### src/rtl/frac_clk_div_pkg.sv
package frac_clk_div_pkg;

   // Which of the two divide ratios is currently driving the output.
   typedef enum logic {
      PH_A = 1'b0,
      PH_B = 1'b1
   } fcd_phase_e;

   localparam int FCD_MIN_FIELD_W = 2;
   localparam int FCD_MAX_FIELD_W = 16;

endpackage

### src/rtl/fcd_cfg_hold.sv
module fcd_cfg_hold #(
   parameter int FW       = 12,
   parameter bit SYNC_CFG = 1'b1
) (
   input  logic          clk,
   input  logic          rst_n,
   input  logic          en,
   input  logic          seq_end,
   input  logic          dual_i,
   input  logic [FW-1:0] n1_i,
   input  logic [FW-1:0] m1_i,
   input  logic [FW-1:0] n2_i,
   input  logic [FW-1:0] m2_i,
   output logic          dual_q,
   output logic [FW-1:0] n1_q,
   output logic [FW-1:0] m1_q,
   output logic [FW-1:0] n2_q,
   output logic [FW-1:0] m2_q
);

   localparam int CW = 1 + 4 * FW;

   logic [CW-1:0] in_vec;
   logic [CW-1:0] src_vec;
   logic [CW-1:0] act_vec;
   logic          load;

   assign in_vec = {dual_i, n1_i, m1_i, n2_i, m2_i};

   generate
      if (SYNC_CFG) begin : g_shadow
         // Inputs are captured every cycle; the working set copies from here.
         logic [CW-1:0] shadow_q;
         always_ff @(posedge clk or negedge rst_n) begin
            if (!rst_n) shadow_q <= '0;
            else        shadow_q <= in_vec;
         end
         assign src_vec = shadow_q;
      end else begin : g_direct
         assign src_vec = in_vec;
      end
   endgenerate

   // The working set only moves while idle or on a sequence boundary.
   assign load = !en || seq_end;

   always_ff @(posedge clk or negedge rst_n) begin
      if (!rst_n)    act_vec <= '0;
      else if (load) act_vec <= src_vec;
   end

   assign {dual_q, n1_q, m1_q, n2_q, m2_q} = act_vec;

endmodule

### src/rtl/fcd_period_cnt.sv
module fcd_period_cnt #(
   parameter int FW = 12
) (
   input  logic          clk,
   input  logic          rst_n,
   input  logic          run,
   input  logic [FW-1:0] div_nm1,
   output logic [FW-1:0] cnt_q,
   output logic          period_end,
   output logic          high_now
);

   localparam int NW = FW + 1;

   logic [NW-1:0] half;

   // floor(N/2) with N = div_nm1 + 1, computed one bit wider than the field.
   assign half       = ({1'b0, div_nm1} + NW'(1)) >> 1;
   assign high_now   = ({1'b0, cnt_q} < half) || (div_nm1 == '0);
   assign period_end = run && (cnt_q == div_nm1);

   always_ff @(posedge clk or negedge rst_n) begin
      if (!rst_n)          cnt_q <= '0;
      else if (!run)       cnt_q <= '0;
      else if (period_end) cnt_q <= '0;
      else                 cnt_q <= cnt_q + FW'(1);
   end

endmodule

### src/rtl/fcd_phase_seq.sv
module fcd_phase_seq
   import frac_clk_div_pkg::*;
#(
   parameter int FW = 12
) (
   input  logic          clk,
   input  logic          rst_n,
   input  logic          run,
   input  logic          period_end,
   input  logic          dual,
   input  logic [FW-1:0] m1,
   input  logic [FW-1:0] m2,
   output fcd_phase_e    phase_q,
   output logic [FW-1:0] rep_q,
   output logic [FW-1:0] rep_lim,
   output logic          seq_end,
   output logic          switch_now
);

   logic last_rep;

   assign rep_lim    = (phase_q == PH_B) ? m2 : m1;
   assign last_rep   = (rep_q == rep_lim);
   assign seq_end    = period_end && (!dual || (phase_q == PH_B && last_rep));
   assign switch_now = period_end && dual && last_rep;

   always_ff @(posedge clk or negedge rst_n) begin
      if (!rst_n) begin
         phase_q <= PH_A;
         rep_q   <= '0;
      end else if (!run) begin
         phase_q <= PH_A;
         rep_q   <= '0;
      end else if (period_end) begin
         if (seq_end) begin
            phase_q <= PH_A;
            rep_q   <= '0;
         end else if (switch_now) begin
            phase_q <= PH_B;
            rep_q   <= '0;
         end else begin
            rep_q   <= rep_q + FW'(1);
         end
      end
   end

endmodule

### src/rtl/frac_clk_div.sv
module frac_clk_div
   import frac_clk_div_pkg::*;
#(
   parameter int FIELD_W  = 12,
   parameter bit SYNC_CFG = 1'b1
) (
   input  logic               clk_ref,
   input  logic               rst_n,
   input  logic               en,
   input  logic               mode_dual_i,
   input  logic [FIELD_W-1:0] div_a_i,
   input  logic [FIELD_W-1:0] rep_a_i,
   input  logic [FIELD_W-1:0] div_b_i,
   input  logic [FIELD_W-1:0] rep_b_i,
   output logic               div_clk_o,
   output logic               phase_stb_o
);

   generate
      if (FIELD_W < FCD_MIN_FIELD_W || FIELD_W > FCD_MAX_FIELD_W) begin : g_bad_width
         $error("frac_clk_div: FIELD_W out of supported range");
      end
   endgenerate

   logic               act_dual;
   logic [FIELD_W-1:0] act_n1;
   logic [FIELD_W-1:0] act_m1;
   logic [FIELD_W-1:0] act_n2;
   logic [FIELD_W-1:0] act_m2;
   logic [FIELD_W-1:0] cnt_q;
   logic [FIELD_W-1:0] cur_div;
   logic [FIELD_W-1:0] rep_q;
   logic [FIELD_W-1:0] rep_lim;
   logic               period_end;
   logic               high_now;
   logic               seq_end;
   logic               switch_now;
   fcd_phase_e         phase_q;

   fcd_cfg_hold #(
      .FW       (FIELD_W),
      .SYNC_CFG (SYNC_CFG)
   ) u_cfg (
      .clk     (clk_ref),
      .rst_n   (rst_n),
      .en      (en),
      .seq_end (seq_end),
      .dual_i  (mode_dual_i),
      .n1_i    (div_a_i),
      .m1_i    (rep_a_i),
      .n2_i    (div_b_i),
      .m2_i    (rep_b_i),
      .dual_q  (act_dual),
      .n1_q    (act_n1),
      .m1_q    (act_m1),
      .n2_q    (act_n2),
      .m2_q    (act_m2)
   );

   assign cur_div = (phase_q == PH_B) ? act_n2 : act_n1;

   fcd_period_cnt #(
      .FW (FIELD_W)
   ) u_cnt (
      .clk        (clk_ref),
      .rst_n      (rst_n),
      .run        (en),
      .div_nm1    (cur_div),
      .cnt_q      (cnt_q),
      .period_end (period_end),
      .high_now   (high_now)
   );

   fcd_phase_seq #(
      .FW (FIELD_W)
   ) u_seq (
      .clk        (clk_ref),
      .rst_n      (rst_n),
      .run        (en),
      .period_end (period_end),
      .dual       (act_dual),
      .m1         (act_m1),
      .m2         (act_m2),
      .phase_q    (phase_q),
      .rep_q      (rep_q),
      .rep_lim    (rep_lim),
      .seq_end    (seq_end),
      .switch_now (switch_now)
   );

   // Both outputs come straight from flops.
   always_ff @(posedge clk_ref or negedge rst_n) begin
      if (!rst_n) begin
         div_clk_o   <= 1'b0;
         phase_stb_o <= 1'b0;
      end else begin
         div_clk_o   <= en && high_now;
         phase_stb_o <= switch_now;
      end
   end

endmodule

### config.mk
export PLATFORM = sky130hd
export DESIGN_NAME = frac_clk_div
export DESIGN_NICKNAME = d
export VERILOG_FILES = /design/src/rtl/frac_clk_div_pkg.sv /design/src/rtl/fcd_cfg_hold.sv /design/src/rtl/fcd_period_cnt.sv /design/src/rtl/fcd_phase_seq.sv /design/src/rtl/frac_clk_div.sv
export SDC_FILE = /design/constraint.sdc
export NUM_CORES = 1
export LEC_CHECK = 0
export BUFFER_PORTS_ARGS = -buffer_cell sky130_fd_sc_hd__buf_2
export CAP_MARGIN = 25
export CELL_PAD_IN_SITES_DETAIL_PLACEMENT = 2
export CELL_PAD_IN_SITES_GLOBAL_PLACEMENT = 2
export CORE_MARGIN = 3
export CORE_UTILIZATION = 41
export CTS_CLUSTER_DIAMETER = 80
export CTS_CLUSTER_SIZE = 14
export DETAILED_ROUTE_END_ITERATION = 10
export PLACE_DENSITY_LB_ADDON = 0.12
export SLEW_MARGIN = 30
export SYNTH_ARGS = -nofsm -noshare
export SYNTH_HDL_FRONTEND = slang
export SYNTH_SLANG_ARGS = --single-unit
### constraint.sdc
create_clock -name clk_ref -period 4.4 [get_ports clk_ref]
set_input_delay 1.32 -clock clk_ref [delete_from_list [all_inputs] [get_ports clk_ref]]
set_output_delay 1.32 -clock clk_ref [all_outputs]
set_load 0.02 [all_outputs]
# == Word level (Yosys, flattened, before mapping) ==
# Index checks and enable logic that the tools add are counted.
# word_totals
input_bits,52
reg_bits,125
output_inout_bits,2
word_cells,40
# classes
n_eq_ne,4
n_reduce_logical,13
mux,12
n_addsub,3
order_cmp,1
# op_table
operator,count
two-way mux 12 bit,8
"adder 12 x 1 -> 12 bit, second input constant",2
== test 12 bit,2
"adder 12 x 1 -> 13 bit, second input constant",1
logical NOT 12 bit,1
less-than comparator 12 bit,1
logical AND 1 bit,6
two-way mux 1 bit,4
logical OR 1 bit,3
"inequality test 3 x 1 -> 1 bit, second input constant",1
logical NOT 1 bit,2
"inequality test 2 x 1 -> 1 bit, second input constant",1
AND reduction 2 bit,1

# == Depth between registers and ports, before layout ==
# Gate-level depths: netlist (run 1).
# logic_depth
ltp_word,9
depth_mapped,16
ltp_nobuf,14

# == Cells and area by module ==
# From an unflattened synthesis (run 1), not the netlist that was laid out.
# hier_totals
hier_cells,415
area_unflattened_um2,5656.7
# by_module_without_submodules
module,area_each_um2,seq_area_each_um2,cells_per_inst,instances
fcd_cfg_hold,3093.0,2452.4,153,1
fcd_period_cnt,1227.4,300.3,135,1
fcd_phase_seq,1096.1,325.3,111,1
frac_clk_div,240.2,50.0,16,1

# == Worst setup path before layout (run 1) ==
# No wires, ideal clock.
# synth_path
path_type,reg2reg
start,register u_seq.phase_q
end,register div_clk_o
setup_ns,0.065
stages_incl_launch_ff,15
path_buffers,2
period_less_slack_ns,3.186
setup_slack_ns,1.214
t_arrival_ns,3.121
required_time_ns,4.335
cell_sequence,dfrtp_1 -> buf_6 -> buf_6 -> mux2i_2 -> nor3_1 -> nand2_1 -> nor3_1 -> xor2_1 -> ha_1 -> and3_1 -> a221o_1 -> a21oi_1 -> o21ai_0 -> a2111oi_0 -> or3_1
# synth_between
elab_chain_cells,5
elab_cells_between_ends,6
classes_between,add/sub (1); order compare (1); mux (1); reduce/logical (3)
# synth_rtl
item,line_no,text
"start, declared",fcd_phase_seq.sv:13,"output fcd_phase_e phase_q,"
"start signal, assigned",fcd_phase_seq.sv:29,phase_q <= PH_A;
"start signal, assigned",fcd_phase_seq.sv:32,phase_q <= PH_A;
"start signal, assigned",fcd_phase_seq.sv:36,phase_q <= PH_A;
two-way mux 12 bit *,frac_clk_div.sv:60,assign cur_div = (phase_q == PH_B) ? act_n2 : act_n1;
adder 12 x 1 -> 13 bit,fcd_period_cnt.sv:18,"assign half = ({1'b0, div_nm1} + NW'(1)) >> 1;"
less-than comparator 12 bit,fcd_period_cnt.sv:19,"assign high_now = ({1'b0, cnt_q} < half) || (div_nm1 == '0);"
logical OR 1 bit *,fcd_period_cnt.sv:19,
logical AND 1 bit *,frac_clk_div.sv:97,div_clk_o <= en && high_now;
"end signal, assigned",frac_clk_div.sv:97,
"end, declared",frac_clk_div.sv:15,"output logic div_clk_o,"
# Mark *: on every way between the ends. The rest lies on a longest branch, timed or not.
# A chain may end at the register's enable or synchronous reset.

# == Worst setup path after layout (run 1) ==
# Ends and elaborated chain as after synthesis.

==> flow_metrics.tcl, run 1 <==
set metrics [dict create \
    io_pins 54 \
    ys_async_sr_fraction_pct 100 \
    syn2layout_area_growth_pct 18.8 \
    cts.path.max_buffers 2 \
    synth_cell_types 43 \
    rsz0062_at_grt "no" \
    fillers 1258 \
    root_buffer "clkbuf_16" \
    die_h_um 123 \
    tightestPinTransition_ps 743 \
    dpl.hpwl_mm 9.37 \
    report.final.setup_viol 0 \
    regToRegSetupSlack_ps 680 \
    post_cts_buffers 0 \
    clk_pin_slew_ps 60 \
    io_buffers 53 \
    finish.utilization_pct 50.1 \
    status "finished, final reports clean" \
    die_width_um 123 \
    numCtsBuffers 17 \
    drtPass1Iterations 4 \
    grt_pass1_wl_mm 23.5 \
    layout_commonest_cell "dfrtp_1" \
    drive_gt1_share_pct 28.9 \
    grt_use_total_pct 21.3 \
    clk_latency_ps 420 \
    vias_per_cell 5.25 \
    endpoint_kind "flop" \
    slew_violations 0 \
    tns_ps 0 \
    hold_violations 0 \
    critPathKind "reg -> reg" \
    arrival_ps 4070 \
    coreArea_um2 13300 \
    die-area_um2 15100 \
    layout_common_cells "dfrtp_1, buf_2, xnor2_1" \
    syn_inst 433 \
    antenna_found_initial 0 \
    finClkSkew_ps 6.59 \
    drt_iter0_markers 198 \
    p_leak_nw 2.94 \
    start_kind "flop" \
    overflow 0 \
    fin_crit_sh_pct 84.4 \
    worstPathRequired_ps 4760 \
    ctsHoldBuffers 0 \
    place_ws_ps 626 \
    synth_edf_count 0 \
    max_freq_mhz 269 \
    dpl_cell_area_um2 6010 \
    slew_headroom_pct 50.5 \
    critical_path_peak_fanout 19 \
    grt_max_degree 77 \
    final_nets 563 \
    synth.avg_cell_area_um2 12.9 \
    clock_sinks 125 \
    post-route-min-period_ps 3720 \
    power_density_nw_per_um2 479 \
    drt_wl_total_mm 14.5 \
    power_w 0.00319 \
    gp_congestion 0.762 \
    fin_area_um2 6660 \
    diodes 0 \
    cts_tree "done" \
    start_util_pct 42.2 \
    maxCapViolations 0 \
    num_vias 3593 \
    drt.antenna.violating_nets 0 \
    drt-wirelength-per-cell_um 21.3 \
    vdd_drop_max_v 0.000371 \
    synth_ff_type "dfrtp_1" \
    ys_warn_count 0 \
    ys_seq_elements 125 \
    grt_pass1_vias 4160 \
    ys_seq_area_share_pct 55.8 \
    cts_max_level 4 \
    cts_resized 0 \
    syn_area_um2 5610 \
    min_path_type "reg -> reg" \
    drt_drc_violations_left 0 \
    syn_nets 501 \
    num_rows 42 \
    worst_slack_ps 685 \
]
## worst paths after layout
| path | startpoint | end | cells past startpoint |
|---|---|---|---|
| worst min register to register | u_cfg.g_shadow.shadow_q[45]$_DFF_PN0_ | u_cfg.act_vec[45]$_DFFE_PN0N_ | 1 |
| worst max-delay path | u_seq.phase_q$_DFFE_PN0P_ | div_clk_o$_DFF_PN0_ | 12 |
| worst min-delay path | u_cfg.g_shadow.shadow_q[45]$_DFF_PN0_ | u_cfg.act_vec[45]$_DFFE_PN0N_ | 1 |
| max in group asynchronous | rst_n | u_cfg.act_vec[38]$_DFFE_PN0N_ | 2 |
| min in group asynchronous | rst_n | u_cnt.cnt_q[6]$_DFF_PN0_ | 1 |
| worst max register to register | u_seq.phase_q$_DFFE_PN0P_ | div_clk_o$_DFF_PN0_ | 12 |
## cells in the mapped netlist, drive strengths merged, types with 2 or more instances
| master | n | share of area [%] |
|---|---|---|
| a21o | 4 | 0.54 |
| a21oi | 12 | 1.3 |
| a31oi | 6 | 0.67 |
| and3 | 10 | 1.1 |
| buf | 10 | 2.0 |
| clkbuf | 5 | 0.33 |
| dfrtp | 125 | 56 |
| ha | 16 | 3.6 |
| inv | 7 | 0.47 |
| mux2 | 48 | 11 |
| mux2i | 25 | 5.0 |
| nand2 | 20 | 1.3 |
| nand2b | 4 | 0.45 |
| nand3 | 24 | 2.1 |
| nand3b | 2 | 0.27 |
| nor2 | 21 | 1.4 |
| nor2b | 6 | 0.67 |
| nor3 | 7 | 0.62 |
| nor3b | 2 | 0.27 |
| nor4 | 8 | 1.0 |
| o21a | 4 | 0.54 |
| o21ai | 4 | 0.36 |
| or3 | 8 | 0.89 |
| xnor2 | 33 | 5.2 |
| xor2 | 12 | 1.9 |
## cell type report
type	instances	area [µm²]	area share [%]
Clock buffer	18	439	6.60
Sequential cell	125	3130	47.0
Tap cell	176	220	3.31
Multi-Input combinational cell	285	2320	34.8
Clock inverter	14	205	3.08
Timing Repair Buffer	58	318	4.77
Inverter	8	30.0	0.451
## routing by layer
metal / up-vias / GRT usage (%) / part of all wire (%)
met4: 0 / 6.09 / 1.0
met2: 60 / 34.2 / 49
met1: 1881 / 28.8 / 47
met3: 13 / 5.17 / 3.2
li1: 1639 / - / -
met5: - / 0 / 0
## power breakdown
group	switching [W]	internal, W	leakage, nW
Combinational	0.000167	0.000166	1.11
Sequential	0.0000723	0.00124	1.51
Clock	0.000570	0.000976	0.314
Total	0.000810	0.00238	2.94
## state kept, by name, indices dropped and copies added (netlist names)
name and count:
div_clk_o 1, phase_stb_o 1, u_cfg.act_vec 49, u_cfg.g_shadow.shadow_q 49, u_cnt.cnt_q 12, u_seq.phase_q 1
u_seq.rep_q 12
## cell families (layout without fill, tap and decap cells)
kind of cell / after synthesis / after routing / share of synthesized area (%)
flops: 125 / 125 / 55.8
fa+ha+maj: 16 / 16 / 3.57
compound gates: 35 / 35 / 4.13
simple gates: 116 / 116 / 10.7
mux: 73 / 73 / 15.9
xor+xnor: 45 / 45 / 7.03
buf+inv: 23 / 98 / 2.88
## critical path, stage by stage (launching register included)
cell       delay, ps
dfrtp_2          700
mux2i_2          250
nor3_1           570
nand2_1          180
nor3_1           210
xor2_1           170
ha_1             260
and3_1           200
a221o_1          350
a21oi_1          140
o21ai_0           90
a2111oi_0        370
or3_1            160
## per-stage QoR
step | hold slack (ps) | instances
4_1_cts | 485 | 684
6_report | 483 | 684
3_5_place_dp | 469 | 652
3_3_place_gp | 459 | 652
5_1_grt | 505 | 684
2_1_floorplan | 425 | 433
No activity file was read; power rests on OpenSTA's default activity.
==> run 2: changes to the inputs <==
- ABC_AREA: not set -> 1
- CORE_UTILIZATION: 41 -> 36
- clock period: 4.4 -> 3.65 ns (I/O delays scaled with it)
==> run 2 against run 1 <==
  * Final cell count grew 41%
  * Global-route usage grew 0.23 points
  * Critical path depth grew 1
  * Area after synthesis grew 4.1%
  * Count of clock-buffer cells in the layout is the same
  * Synthesized cell count grew 58%
  * Sequential cell count is the same
  * Utilization shrank 5.8 points
  * Clock skew grew 4.5 ps
  * Final area grew 3.4%
  * Maximum frequency grew 18%
  * Combinational power grew 44%
  * Largest cell class unchanged
==> flow_metrics.tcl, run 2 <==
set metrics [dict create \
    path_delay_family "simple AND/OR/NAND/NOR gates" \
    drt-wirelength-per-cell_um 18.7 \
    endpoint_kind "flop" \
    vias_per_cell 5.06 \
    syn_area_um2 5830 \
    p_leak_nw 3.52 \
    dpl_cell_area_um2 6280 \
    start_util_pct 37.5 \
    clk_latency_ps 420 \
    critical_path_peak_fanout 32 \
    met3WireLength_um 551 \
    finClkSkew_ps 11.0 \
    root_buffer "clkbuf_16" \
    largest_registers "u_cfg.act_vec: 49 flops, u_cfg.g_shadow.shadow_q: 49 flops" \
    max_freq_mhz 318 \
    final_nets 810 \
    power.share.clock_pct 45.7 \
    die-area_um2 17800 \
    post-route-min-period_ps 3150 \
    top_layer "met4" \
    syn2layout_area_growth_pct 18.0 \
    io_buffers 53 \
    tightestPinTransition_ps 683 \
    grt_max_degree 77 \
    ys_async_sr_fraction_pct 100 \
    maxCapViolations 0 \
    netlist_top_cells_area "dfrtp_1, nand2_1, nand3_1" \
    grt_pass1_wl_mm 29.9 \
    synth_most_common_cell "nand2_1" \
    synth_common_cells "nand2_1, dfrtp_1, nand3_1, inv_1, nor2_1" \
    coreArea_um2 15500 \
    gp_congestion 0.849 \
    grt_use_total_pct 21.5 \
    dpl.hpwl_mm 12.7 \
    layout_common_cells "nand2_1, dfrtp_1, nand3_1" \
    cp_common_cell "nand2_1" \
    ctsHoldBuffers 0 \
    seqPwrFrac_pct 41.7 \
    worst-path-buf-inv 2 \
    overflow 0 \
    drt_wl_total_mm 18.0 \
    cts_tree "done" \
    slew_violations 0 \
    antenna_found_initial 0 \
    report.final.setup_viol 0 \
    numCtsBuffers 17 \
    num_vias 4892 \
    critPathKind "reg -> reg" \
    wl_met1_mm 8.03 \
    power.switching_w 0.00112 \
    drt_iter0_markers 170 \
    io_pins 54 \
    cts_max_level 4 \
    grt_pass1_vias 5596 \
    syn_inst 685 \
    layout_commonest_cell "nand2_1" \
    synth_ff_type "dfrtp_1" \
    min_path_type "in -> async" \
    path_cells "buf_4 > nand2_1 > nand2_2 > nand2_1 > nand2_1 > nand2_1 > nor2_1 > nand3_2 > nand2_4 > nand2_2 > buf_4 > nand2_1 > nand2_1" \
    cts.path.max_buffers 2 \
    slowest_delay_ps 590 \
    start_kind "flop" \
    p_int_w 0.00270 \
    drt.antenna.violating_nets 0 \
    worstPathRequired_ps 3950 \
    num_rows 45 \
    slowest_stage "dfrtp_1" \
    clk_pin_slew_ps 60 \
    clock_sinks 125 \
    ys_seq_elements 125 \
    vdd_drop_max_v 0.000352 \
    drt_drc_violations_left 0 \
    combinationalPowerShare_pct 12.5 \
    dr_wl_met2_mm 9.13 \
    syn_nets 753 \
    rsz0062_at_grt "no" \
    drive_gt1_share_pct 13.8 \
    tns_ps 0 \
    post_cts_buffers 0 \
    synth_edf_count 0 \
    die_h_um 133 \
    place_ws_ps 508 \
    yosysTopAreaCell "dfrtp_1" \
    netSwitchingFraction_pct 29.4 \
    worst_slack_ps 504 \
    ys_warn_count 0 \
    ys_seq_area_share_pct 53.6 \
    hold_violations 0 \
    arrival_ps 3440 \
    synth.avg_cell_area_um2 8.52 \
    diodes 0 \
    cts_resized 0 \
    fillers 1768 \
    regToRegSetupSlack_ps 500 \
    die_width_um 133 \
    synth_top_area_share_pct 53.6 \
    drtPass1Iterations 4 \
    fin_crit_sh_pct 86.2 \
    status "finished, final reports clean" \
    fin_area_um2 6880 \
    slew_headroom_pct 54.1 \
    synth_cell_types 27 \
    power_density_nw_per_um2 555 \
]
run 2: final cells by class:
cell class | count | area, µm² | area share [%]
Sequential cell | 125 | 3130 | 45.4
Timing Repair Buffer | 62 | 348 | 5.05
Tap cell | 211 | 264 | 3.83
Clock buffer | 18 | 429 | 6.23
Clock inverter | 14 | 171 | 2.49
Inverter | 61 | 231 | 3.36
Multi-Input combinational cell | 475 | 2310 | 33.6
run 2: routing by layer:
layer | vias up | track usage (%)
li1 | 2278 | -
met1 | 2485 | 27.2
met2 | 103 | 37.1
met3 | 26 | 4.31
met4 | 0 | 6.86
met5 | - | 0
run 2: power by group through the flow:
stage	clock network [W]	registers (W)	logic, W
2_1_floorplan	0	0.00158	0.000314
6_report	0.00175	0.00160	0.000479
3_5_place_dp	0	0.00162	0.000476
5_1_grt	0.00185	0.00161	0.000555
4_1_cts	0.00179	0.00160	0.000490
3_3_place_gp	0	0.00161	0.000440
run 2: kinds of logic after synthesis:
family | synth area share, %
XOR/XNOR | 4.05
adder cells (fa/ha/maj) | 3.43
buffers and inverters | 6.76
flip-flops | 53.6
AO/OA/AOI/OAI | 2.87
AND/OR/NAND/NOR | 29.3
run 2: worst paths after layout:
path	start	end	cells after the start
max in group asynchronous	rst_n	u_cfg.g_shadow.shadow_q[18]$_DFF_PN0_	2
min in group clk_ref	u_cfg.act_vec[1]$_DFFE_PN0N_	u_cfg.act_vec[1]$_DFFE_PN0N_	2
worst min register to register	u_cfg.act_vec[1]$_DFFE_PN0N_	u_cfg.act_vec[1]$_DFFE_PN0N_	2
worst min-delay path	rst_n	u_cnt.cnt_q[9]$_DFF_PN0_	1
worst max-delay path	u_seq.phase_q$_DFFE_PN0P_	u_cfg.act_vec[17]$_DFFE_PN0N_	13
worst max register to register	u_seq.phase_q$_DFFE_PN0P_	u_cfg.act_vec[17]$_DFFE_PN0N_	13
run 2: through the flow:
step	util, %	power (W)	hold WS, ps	cells
after floorplan	-	0.00190	442	685
final	44.3	0.00382	468	966
after detailed placement	40.4	0.00209	465	934
after CTS	44.3	0.00387	449	966
after global routing	44.3	0.00401	454	966
after global placement	40.4	0.00205	456	934
